===== src/rtl/mcl_pkg.sv =====
package mcl_pkg;
  typedef enum logic [2:0] {
    RES_OK    = 3'd0,
    RES_IO    = 3'd1,
    RES_TMO   = 3'd2,
    RES_HDR   = 3'd3,
    RES_OFF   = 3'd4,
    RES_PROTO = 3'd5
  } res_t;

  localparam logic [3:0]  REG_CTRL   = 4'h0;
  localparam logic [3:0]  REG_STAT   = 4'h4;
  localparam logic [3:0]  REG_DIN    = 4'h8;
  localparam logic [3:0]  REG_DOUT   = 4'hC;
  localparam logic [7:0]  OBJ_KIND   = 8'h0B;
  localparam logic [31:0] CMD_LOAD   = 32'h0000_0003;
  localparam logic [31:0] GO_WORD    = 32'h8000_0000;
  localparam logic [31:0] END_MARK   = 32'hFFFF_FFFF;
  localparam logic [31:0] RSP_DWORDS = 32'd4;
  localparam int          READY_BIT  = 31;
  localparam int          ERR_BIT    = 2;

  function automatic logic [31:0] hdr_low(input logic [15:0] vendor);
    return {8'h00, OBJ_KIND, vendor};
  endfunction
endpackage


===== src/rtl/mcl_bus_master.sv =====
module mcl_bus_master (
  input  logic        clk,
  input  logic        rst,
  input  logic        go,
  input  logic        go_we,
  input  logic [3:0]  go_addr,
  input  logic [31:0] go_wdata,
  output logic        xfer_done,
  output logic [31:0] xfer_rdata,
  output logic        reg_req,
  output logic        reg_we,
  output logic [3:0]  reg_addr,
  output logic [31:0] reg_wdata,
  input  logic        reg_ack,
  input  logic [31:0] reg_rdata
);
  always_ff @(posedge clk) begin
    if (rst) begin
      reg_req    <= 1'b0;
      reg_we     <= 1'b0;
      reg_addr   <= '0;
      reg_wdata  <= '0;
      xfer_done  <= 1'b0;
      xfer_rdata <= '0;
    end else begin
      xfer_done <= 1'b0;
      if (go) begin
        reg_req   <= 1'b1;
        reg_we    <= go_we;
        reg_addr  <= go_addr;
        reg_wdata <= go_wdata;
      end else if (reg_req && reg_ack) begin
        reg_req    <= 1'b0;
        xfer_done  <= 1'b1;
        xfer_rdata <= reg_rdata;
      end
    end
  end

  AST_REQ_HELD: assert property (@(posedge clk) disable iff (rst)
    (reg_req && !reg_ack) |=> (reg_req && $stable(reg_addr) && $stable(reg_we) && $stable(reg_wdata)));
  AST_DONE_SINGLE: assert property (@(posedge clk) disable iff (rst)
    xfer_done |=> !xfer_done);
endmodule


===== src/rtl/mcl_poll_timer.sv =====
module mcl_poll_timer #(
  parameter int INTERVAL = 250000
) (
  input  logic clk,
  input  logic rst,
  input  logic load,
  output logic fire
);
  localparam int TW = $clog2(INTERVAL + 1);
  logic [TW-1:0] cnt_q;
  logic          run_q;

  always_ff @(posedge clk) begin
    if (rst) begin
      cnt_q <= '0;
      run_q <= 1'b0;
      fire  <= 1'b0;
    end else begin
      fire <= 1'b0;
      if (load) begin
        cnt_q <= TW'(INTERVAL - 1);
        run_q <= 1'b1;
      end else if (run_q) begin
        if (cnt_q == '0) begin
          fire  <= 1'b1;
          run_q <= 1'b0;
        end else begin
          cnt_q <= cnt_q - 1'b1;
        end
      end
    end
  end

  AST_FIRE_PULSE: assert property (@(posedge clk) disable iff (rst)
    fire |=> !fire);
endmodule


===== src/rtl/mcl_resp_check.sv =====
module mcl_resp_check #(
  parameter logic [15:0] VENDOR_ID = 16'h5A17
) (
  input  logic [31:0] rsp_hdr_lo,
  input  logic [31:0] rsp_hdr_hi,
  input  logic [31:0] rsp_offset,
  input  logic        rsp_err,
  input  logic [31:0] image_len,
  output logic [2:0]  verdict
);
  import mcl_pkg::*;
  logic hdr_bad, off_bad;

  always_comb begin
    hdr_bad = (rsp_hdr_lo != hdr_low(VENDOR_ID)) || (rsp_hdr_hi != RSP_DWORDS);
    off_bad = (rsp_offset != END_MARK) && (rsp_offset > image_len);
    if (hdr_bad)      verdict = RES_HDR;
    else if (off_bad) verdict = RES_OFF;
    else if (rsp_err) verdict = RES_PROTO;
    else              verdict = RES_OK;
  end
endmodule


===== src/rtl/mbox_chunk_loader.sv =====
module mbox_chunk_loader #(
  parameter int          MEM_AW        = 10,
  parameter int          LEN_W         = 12,
  parameter int          POLL_INTERVAL = 250000,
  parameter int          POLL_LIMIT    = 10000,
  parameter logic [15:0] VENDOR_ID     = 16'h5A17
) (
  input  logic              clk,
  input  logic              rst,
  input  logic              start,
  input  logic [MEM_AW+1:0] chunk_offset,
  input  logic [LEN_W-1:0]  chunk_len,
  input  logic [31:0]       image_len,
  output logic              busy,
  output logic              done,
  output logic [2:0]        result,
  output logic [31:0]       next_offset,
  output logic              mem_rd,
  output logic [MEM_AW-1:0] mem_addr,
  input  logic [31:0]       mem_rdata,
  output logic              reg_req,
  output logic              reg_we,
  output logic [3:0]        reg_addr,
  output logic [31:0]       reg_wdata,
  input  logic              reg_ack,
  input  logic [31:0]       reg_rdata
);
  import mcl_pkg::*;

  localparam int NW = LEN_W - 2;
  localparam int PW = $clog2(POLL_LIMIT + 1);

  typedef enum logic [3:0] {
    S_IDLE, S_HLO, S_HHI, S_CLO, S_CHI, S_DRD1, S_DRD2, S_DWR,
    S_GO, S_PWAIT, S_PRD, S_RRD, S_RACK, S_CHECK
  } st_t;

  st_t               st_q;
  logic [NW-1:0]     ndw_q, idx_q;
  logic [31:0]       img_q;
  logic [PW-1:0]     polls_q;
  logic [1:0]        ridx_q;
  logic [31:0]       rsp_q [4];

  logic              bm_go, bm_we, bm_done;
  logic [3:0]        bm_addr;
  logic [31:0]       bm_wdata, bm_rdata;
  logic              tmr_load, tmr_fire;
  logic [2:0]        verdict;
  logic              last_poll;

  mcl_bus_master u_bus (
    .clk(clk), .rst(rst),
    .go(bm_go), .go_we(bm_we), .go_addr(bm_addr), .go_wdata(bm_wdata),
    .xfer_done(bm_done), .xfer_rdata(bm_rdata),
    .reg_req(reg_req), .reg_we(reg_we), .reg_addr(reg_addr), .reg_wdata(reg_wdata),
    .reg_ack(reg_ack), .reg_rdata(reg_rdata)
  );

  mcl_poll_timer #(.INTERVAL(POLL_INTERVAL)) u_tmr (
    .clk(clk), .rst(rst), .load(tmr_load), .fire(tmr_fire)
  );

  mcl_resp_check #(.VENDOR_ID(VENDOR_ID)) u_chk (
    .rsp_hdr_lo(rsp_q[0]), .rsp_hdr_hi(rsp_q[1]), .rsp_offset(rsp_q[2]),
    .rsp_err(rsp_q[3][ERR_BIT]), .image_len(img_q), .verdict(verdict)
  );

  assign last_poll = (polls_q + 1'b1) == PW'(POLL_LIMIT);

  always_ff @(posedge clk) begin
    if (rst) begin
      st_q        <= S_IDLE;
      ndw_q       <= '0;
      idx_q       <= '0;
      img_q       <= '0;
      polls_q     <= '0;
      ridx_q      <= '0;
      for (int k = 0; k < 4; k++) rsp_q[k] <= '0;
      busy        <= 1'b0;
      done        <= 1'b0;
      result      <= '0;
      next_offset <= '0;
      mem_rd      <= 1'b0;
      mem_addr    <= '0;
      bm_go       <= 1'b0;
      bm_we       <= 1'b0;
      bm_addr     <= '0;
      bm_wdata    <= '0;
      tmr_load    <= 1'b0;
    end else begin
      bm_go    <= 1'b0;
      tmr_load <= 1'b0;
      done     <= 1'b0;
      unique case (st_q)
        S_IDLE: if (start) begin
          ndw_q    <= chunk_len[LEN_W-1:2];
          img_q    <= image_len;
          mem_addr <= chunk_offset[MEM_AW+1:2];
          busy     <= 1'b1;
          bm_go    <= 1'b1; bm_we <= 1'b1; bm_addr <= REG_DIN;
          bm_wdata <= hdr_low(VENDOR_ID);
          st_q     <= S_HLO;
        end
        S_HLO: if (bm_done) begin
          bm_go    <= 1'b1; bm_we <= 1'b1; bm_addr <= REG_DIN;
          bm_wdata <= 32'(ndw_q) + 32'd4;
          st_q     <= S_HHI;
        end
        S_HHI: if (bm_done) begin
          bm_go    <= 1'b1; bm_we <= 1'b1; bm_addr <= REG_DIN;
          bm_wdata <= CMD_LOAD;
          st_q     <= S_CLO;
        end
        S_CLO: if (bm_done) begin
          bm_go    <= 1'b1; bm_we <= 1'b1; bm_addr <= REG_DIN;
          bm_wdata <= '0;
          st_q     <= S_CHI;
        end
        S_CHI: if (bm_done) begin
          if (ndw_q == '0) begin
            bm_go    <= 1'b1; bm_we <= 1'b1; bm_addr <= REG_CTRL;
            bm_wdata <= GO_WORD;
            st_q     <= S_GO;
          end else begin
            idx_q  <= '0;
            mem_rd <= 1'b1;
            st_q   <= S_DRD1;
          end
        end
        S_DRD1: begin
          mem_rd <= 1'b0;
          st_q   <= S_DRD2;
        end
        S_DRD2: begin
          bm_go    <= 1'b1; bm_we <= 1'b1; bm_addr <= REG_DIN;
          bm_wdata <= mem_rdata;
          st_q     <= S_DWR;
        end
        S_DWR: if (bm_done) begin
          if (idx_q == ndw_q - 1'b1) begin
            bm_go    <= 1'b1; bm_we <= 1'b1; bm_addr <= REG_CTRL;
            bm_wdata <= GO_WORD;
            st_q     <= S_GO;
          end else begin
            idx_q    <= idx_q + 1'b1;
            mem_addr <= mem_addr + 1'b1;
            mem_rd   <= 1'b1;
            st_q     <= S_DRD1;
          end
        end
        S_GO: if (bm_done) begin
          polls_q  <= '0;
          tmr_load <= 1'b1;
          st_q     <= S_PWAIT;
        end
        S_PWAIT: if (tmr_fire) begin
          bm_go   <= 1'b1; bm_we <= 1'b0; bm_addr <= REG_STAT;
          st_q    <= S_PRD;
        end
        S_PRD: if (bm_done) begin
          polls_q <= polls_q + 1'b1;
          if (bm_rdata[READY_BIT] || last_poll) begin
            if (bm_rdata[ERR_BIT]) begin
              result <= RES_IO; done <= 1'b1; busy <= 1'b0; st_q <= S_IDLE;
            end else if (!bm_rdata[READY_BIT]) begin
              result <= RES_TMO; done <= 1'b1; busy <= 1'b0; st_q <= S_IDLE;
            end else begin
              ridx_q <= '0;
              bm_go  <= 1'b1; bm_we <= 1'b0; bm_addr <= REG_DOUT;
              st_q   <= S_RRD;
            end
          end else begin
            tmr_load <= 1'b1;
            st_q     <= S_PWAIT;
          end
        end
        S_RRD: if (bm_done) begin
          rsp_q[ridx_q] <= bm_rdata;
          bm_go    <= 1'b1; bm_we <= 1'b1; bm_addr <= REG_DOUT;
          bm_wdata <= '0;
          st_q     <= S_RACK;
        end
        S_RACK: if (bm_done) begin
          if (ridx_q == 2'd3) begin
            st_q <= S_CHECK;
          end else begin
            ridx_q <= ridx_q + 1'b1;
            bm_go  <= 1'b1; bm_we <= 1'b0; bm_addr <= REG_DOUT;
            st_q   <= S_RRD;
          end
        end
        S_CHECK: begin
          result <= verdict;
          if (verdict == RES_OK) next_offset <= rsp_q[2];
          done <= 1'b1;
          busy <= 1'b0;
          st_q <= S_IDLE;
        end
        default: st_q <= S_IDLE;
      endcase
    end
  end

  AST_ALIGNED_START: assert property (@(posedge clk) disable iff (rst)
    (start && !busy) |-> (chunk_len[1:0] == 2'b00 && chunk_offset[1:0] == 2'b00));
  AST_MEM_QUIET_IDLE: assert property (@(posedge clk) disable iff (rst)
    !busy |-> !mem_rd);
  AST_DONE_PULSE: assert property (@(posedge clk) disable iff (rst)
    done |=> !done);
  AST_BUSY_ENDS_DONE: assert property (@(posedge clk) disable iff (rst)
    $fell(busy) |-> done);
  AST_NEXT_ONLY_OK: assert property (@(posedge clk) disable iff (rst)
    !$stable(next_offset) |-> (done && result == RES_OK));
  AST_RESULT_CODE: assert property (@(posedge clk) disable iff (rst)
    done |-> (result <= 3'd5));
endmodule


===== config.mk =====
export PLATFORM = sky130hd
export DESIGN_NAME = mbox_chunk_loader
export DESIGN_NICKNAME = d
export VERILOG_FILES = /design/src/rtl/mcl_pkg.sv /design/src/rtl/mcl_bus_master.sv /design/src/rtl/mcl_poll_timer.sv /design/src/rtl/mcl_resp_check.sv /design/src/rtl/mbox_chunk_loader.sv
export SDC_FILE = /design/constraint.sdc
export NUM_CORES = 1
export LEC_CHECK = 0
export BUFFER_PORTS_ARGS = -buffer_cell sky130_fd_sc_hd__buf_4
export CAP_MARGIN = 30
export CELL_PAD_IN_SITES_DETAIL_PLACEMENT = 1
export CELL_PAD_IN_SITES_GLOBAL_PLACEMENT = 2
export CORE_ASPECT_RATIO = 0.5
export CORE_MARGIN = 5
export CORE_UTILIZATION = 30
export CTS_BUF_LIST = sky130_fd_sc_hd__clkbuf_8
export CTS_CLUSTER_DIAMETER = 80
export DETAILED_ROUTE_END_ITERATION = 10
export PLACE_DENSITY_LB_ADDON = 0.08
export RECOVER_POWER = 50
export SYNTH_ARGS = -nofsm -noshare
export SYNTH_HDL_FRONTEND = slang
export SYNTH_SLANG_ARGS = --single-unit

===== constraint.sdc =====
create_clock -name clk -period 3.46 [get_ports clk]
set_input_delay 0.692 -clock clk [delete_from_list [all_inputs] [get_ports clk]]
set_output_delay 0.692 -clock clk [all_outputs]
set_load 0.05 [all_outputs]

* Word level (Yosys, flattened, before mapping)
Memories as Yosys holds them, arrays and structs flattened.
Cells that the tools add are included.
** Operators by class
- Reductions and logical operators :: 43
- Equal/unequal tests :: 43
- Muxes and demuxes :: 132
- Add/subtract/negate cells :: 7
- Order comparisons :: 1
- Bitwise gates (word level) :: 3
** Operator list (count)
- 32-bit two-way mux :: 9
- 32-bit one-hot mux with 7 select lines :: 1
- 4-bit two-way mux :: 29
- 10-bit two-way mux :: 7
- 18-bit two-way mux :: 3
- 1-bit two-way mux :: 53
- 4-bit one-hot mux with 13 select lines :: 1
- 10-bit one-hot mux with 2 select lines :: 2
- 4-bit one-hot mux with 9 select lines :: 1
- 32-bit > comparator :: 1
- 32-bit by 20-bit != test with 1-bit output, second input constant :: 1
- 32-bit by 3-bit != test with 1-bit output, second input constant :: 1
- 32-bit != test, second input constant :: 1
- 32-bit OR reduction :: 1
- 14-bit two-way mux :: 2
- 2-bit by 1-bit != test with 1-bit output, second input constant :: 14
- 14-bit one-hot mux with 2 select lines :: 1
- 4-bit == test, second input constant :: 6
- 3-bit two-way mux :: 8
- 10-bit by 1-bit adder with 10-bit output, second input constant :: 2
- 18-bit logical NOT :: 1
- 2-bit != test, second input constant :: 9
- 18-bit by 1-bit subtractor with 18-bit output, second input constant :: 1
- 4-bit by 3-bit == test with 1-bit output, second input constant :: 4
- other kinds (39) :: 70
** Word-level totals
- RAM bits :: 128
- Input port bits :: 124
- Logic and storage cells :: 257
- Bits in registers :: 250
- Memories kept :: 1
- Output and inout port bits :: 86
** Memory list
- rsp_q :: words 4, bits a word 32, rd ports 4, clocked after memory_dff 0, wr ports 4, RTL line mbox_chunk_loader.sv:43 : logic [31:0] rsp_q [4];

* Depth between registers and ports, before layout
An unclocked memory read counts as a cell.
- Word-level depth :: 7
- Mapped depth :: 12
- Depth with buffers taken out :: 9

* Cells and area by module
A second synthesis with hierarchy kept.
** Second synthesis, totals
- Cells, all modules :: 1720
- Area total of the unflattened synthesis :: 16238.1 um^2
** Modules (own cells, without submodules)
- mbox_chunk_loader :: times used 1, seq. area each 6055.8 um^2, area each 11222.0 um^2, cells an instance 1171
- mcl_bus_master :: times used 1, seq. area each 1421.4 um^2, area each 2812.7 um^2, cells an instance 265
- mcl_poll_timer :: times used 1, seq. area each 400.4 um^2, area each 1122.3 um^2, cells an instance 130
- mcl_resp_check :: times used 1, seq. area each 0.0 um^2, area each 1081.0 um^2, cells an instance 154

* Worst setup path before layout
Ideal clock, no wire load.
- Path kind :: register -> register
- Start :: register st_q[2]
- End :: memory rsp_q[1][0] (enable)
- Data arrival time :: 2.302 ns
- Required time :: 3.085 ns
- Stages on the path, launching flop included :: 8
- Path slack :: 0.784 ns
- Path buffers :: 2
- Setup time :: 0.375 ns
- Period minus slack after synthesis :: 2.676 ns
- Path through :: dfxtp_1 > clkbuf_1 > nand2b_1 > or3_1 > or2_2 > clkbuf_1 > nor3b_1 > or2_2
** RTL lines
- start: declaration :: RTL line mbox_chunk_loader.sv:38 : st_t st_q;
- start signal: assignment :: RTL line mbox_chunk_loader.sv:73 : st_q <= S_IDLE;
- start signal: assignment :: RTL line mbox_chunk_loader.sv:103 : st_q <= S_HLO;
- start signal: assignment :: RTL line mbox_chunk_loader.sv:108 : st_q <= S_HHI;
- end: declaration :: RTL line mbox_chunk_loader.sv:43

* Final worst setup path
- Start :: register ndw_q[3]
- End :: register idx_q[9]
** Between the ends
- Word-level cells in the longest chain between the ends :: 4
- Elaborated cells on any way between the ends :: 6
- Classes of those cells :: add/sub (1); eq/ne (3); reduce/logical (2)
** Ends and longest elaborated chain
- start: declaration :: RTL line mbox_chunk_loader.sv:39 : logic [NW-1:0] ndw_q, idx_q;
- start signal: assignment :: RTL line mbox_chunk_loader.sv:97 : ndw_q <= chunk_len[LEN_W-1:2];
- 10-bit by 1-bit subtractor with 10-bit output :: RTL line mbox_chunk_loader.sv:141 : if (idx_q == ndw_q - 1'b1) begin
- 10-bit == test :: RTL line mbox_chunk_loader.sv:141
- 2-bit != test (no line)
- 5-bit AND reduction (no line) (*)
- end signal: assignment :: RTL line mbox_chunk_loader.sv:146 : idx_q <= idx_q + 1'b1;
- end: declaration :: RTL line mbox_chunk_loader.sv:39
Mark *: on every way between the ends. The rest lies on a longest branch, timed or not.
A chain may end at the register's enable or synchronous reset.

==> summary.txt <==
Mapped Area = 15200 µm²
DR iter-0 viols = 461
die boundary height = 169 µm
DRT Pass-1 Iters = 5
TritonCTS Buffers = 54
vias in the first global route = 13300
Synth Area per Inst = 9.39 µm²
largest net degree at the start of global routing = 157
max-slew violation count = 34
status = finished, violations left
Via Count = 12500
fin crit share = 0.877
worst rel slew slack = -0.412
Synth Register Bits = 343
hold depth = 2
Seq pwr share = 0.426
Area growth syn-to-layout = 21.0%
row cnt = 58
clk slew on worst S/H paths = 0.07 ns
post-CTS setup buffers = 0
Crit. End Element = register
layout cells sized above 1 = 0.140
CTS H-Tree Depth = 2
most frequent cell after synthesis = dfxtp_1
crit path time final = 3.04 ns
cell count after synthesis = 1623
VDD IR max = 0.000245 V
hold wc startpoint = mem_rdata[13]
pwr dens = 610 nW/µm²
n_diodes = 0
Clock Power Share = 0.340
DR DRC count = 0
I/O pin cnt = 210
later-pin clock latency in the skew report = 0.62 ns
Core Region = 50200 µm²
ANT nets after route = 0
port buffer count = 203
P_leak = 7.03 nW
RSZ-0062 raised after global routing = false
Sw Share = 0.328
antenna violations before repair = 0
Final nets = 1988
synth unique cells = 83
Initial Utilization = 0.303
Post-synth EDFFs = 97
flop-to-flop setup slack = 0.42 ns
DIE WIDTH = 329 µm
Post-synth ARST share = 0
Critical R2R Launch = ndw_q[3]
final hold violation count = 0
grt ovf = 0
Fin Setup TNS = 0 ns
ranking of synthesized cells by area = dfxtp_1 32%, edfxtp_1 19%, nand2_1 5.5%
crit-path max FO = 9
Top FF cell, synth = dfxtp_1
Post-CTS Resized = 0
clk buf depth = 3
final design utilization = 0.367
WL/cell = 18.4 µm
critical path required time = 4.01 ns
register area share after synthesis = 0.514
Final Skew = 0.0277 ns
Post-synth top cells = 246 x dfxtp_1, 222 x nand2_1, 148 x a21oi_1
Placer Congestion = 0.812
Post-DP HPWL = 34100 µm
Setup CP Type = register to register
final setup violating endpoints = 0
Routed WL = 47100 µm
Worst Hold Class = primary input to register
clock root cell = clkbuf_8
measured slew at the worst slew-check pin = 2.12 ns
global-route wire length before repair = 74600 µm
Max Cap Violations = 1
failing checks = capacitance limit, slew limit
Startpoint Class = register
total track usage = 0.166
CTS sink count = 343
post-synth top area share = 0.323
Worst Hold End = bm_wdata[13]
full die area = 55700 µm²
Via-to-Cell Ratio = 4.90
fmax = 329 MHz
R2R cell count = 7
post-synth top area cell = dfxtp_1
Comb power frac = 0.234
Int Power = 7.56 mW
TritonCTS clock tree = done
net switching power = 3.69 mW
Synth warnings = 0
reg2reg end = idx_q[9]
Hold-fix buffers, CTS = 0
crit path DAT = 3.59 ns
## worst max-delay path, cell delays in order (launching register included)
cell,delay (ns)
dfxtp_1,0.42
or4_1,0.61
o221ai_1,0.22
nand3_1,0.18
o21ai_0,0.54
o2111ai_1,0.36
or4_1,0.49
a21oi_1,0.14
## how the worst max path moves through the flow
| stage | start | endpoint | slack, ns | cells after the start |
|---|---|---|---|---|
| 2_1_floorplan | st_q[2] | rsp_q[1][0] | 0.78 | 7 |
| 3_3_place_gp | ndw_q[2] | bm_wdata[17] | 0.57 | 7 |
| 3_5_place_dp | ndw_q[2] | bm_wdata[17] | 0.47 | 7 |
| 4_1_cts | ndw_q[2] | bm_wdata[2] | 0.41 | 7 |
| 5_1_grt | ndw_q[3] | idx_q[9] | 0.19 | 7 |
| 6_report | ndw_q[3] | idx_q[9] | 0.42 | 7 |
## routing by layer
metal,global-route usage,vias up,wire [µm]
met5,0,-,0
met4,0.0415,0,1030
met3,0.0322,74,1930
met2,0.282,203,22300
met1,0.219,6148,21800
li1,-,6118,-
## area by class of cell
| type | instances | area (µm²) |
|---|---|---|
| well taps | 690 | 863 |
| flip-flops and latches | 343 | 7840 |
| clock inverters | 33 | 285 |
| inverters | 63 | 236 |
| multi-input cells | 1122 | 6770 |
| clock buffers | 67 | 922 |
| repair buffers | 240 | 1520 |
| fillers | 5854 | 31800 |
## flip-flops by register name (all words and copies together) (netlist names), 2 cells and up
signal / flops
bm_addr: 2
bm_wdata: 32
idx_q: 10
img_q: 32
mem_addr: 10
ndw_q: 10
next_offset: 32
polls_q: 14
result: 3
ridx_q: 2
rsp_q: 97
st_q: 4
u_bus.reg_addr: 2
u_bus.reg_wdata: 32
u_bus.xfer_rdata: 32
u_tmr.cnt_q: 18
## cells by family after synthesis
family | after synthesis | synth area share
adders and majority gates | 41 | 0.0335
buffers and inverters | 159 | 0.0410
xor gates and xnor gates | 37 | 0.0213
other | 1 | 0.000246
AOI/OAI and AO/OA | 306 | 0.127
DFF | 343 | 0.514
and+or+nand+nor | 666 | 0.216
muxes | 70 | 0.0464
## placed cells by master, fill, tap and decap left out, types with 22 or more instances in the layout
cell type	synthesis	routed
and2_1	99	90
clkbuf_8	0	67
inv_1	61	78
a21oi_1	148	148
ha_1	40	40
nor3_1	36	35
nor2_1	139	138
nor4_1	22	22
mux2i_1	68	68
nand3_1	26	26
buf_4	2	142
edfxtp_1	97	97
nand4_1	26	26
xnor2_1	25	25
dfxtp_1	246	246
o21ai_0	35	35
nand2_1	222	222
clkbuf_1	77	88
## power groups by stage
stage	sequential, mW	clock (mW)	combinational, mW
CTS	4.80	4.00	2.75
finish	4.79	3.83	2.64
detailed placement	4.88	0	2.74
floorplan	5.00	0	1.65
global route	4.84	4.21	2.93
global placement	4.87	0	2.67
## per-stage QoR
stage / std cells / total power, mW / setup WS, ns / cell area, µm² / hold WS (ns)
final: 2558 / 11.3 / 0.425 / 18400 / 0.308
after detailed placement: 2458 / 7.62 / 0.467 / 17600 / 0.453
after global placement: 2457 / 7.53 / 0.567 / 17600 / 0.449
after global routing: 2558 / 12.0 / 0.190 / 18400 / 0.252
after CTS: 2558 / 11.5 / 0.412 / 18800 / 0.241
after floorplan: 1624 / 6.65 / 0.784 / 15200 / 0.432
No activity file was read; power rests on OpenSTA's default activity.
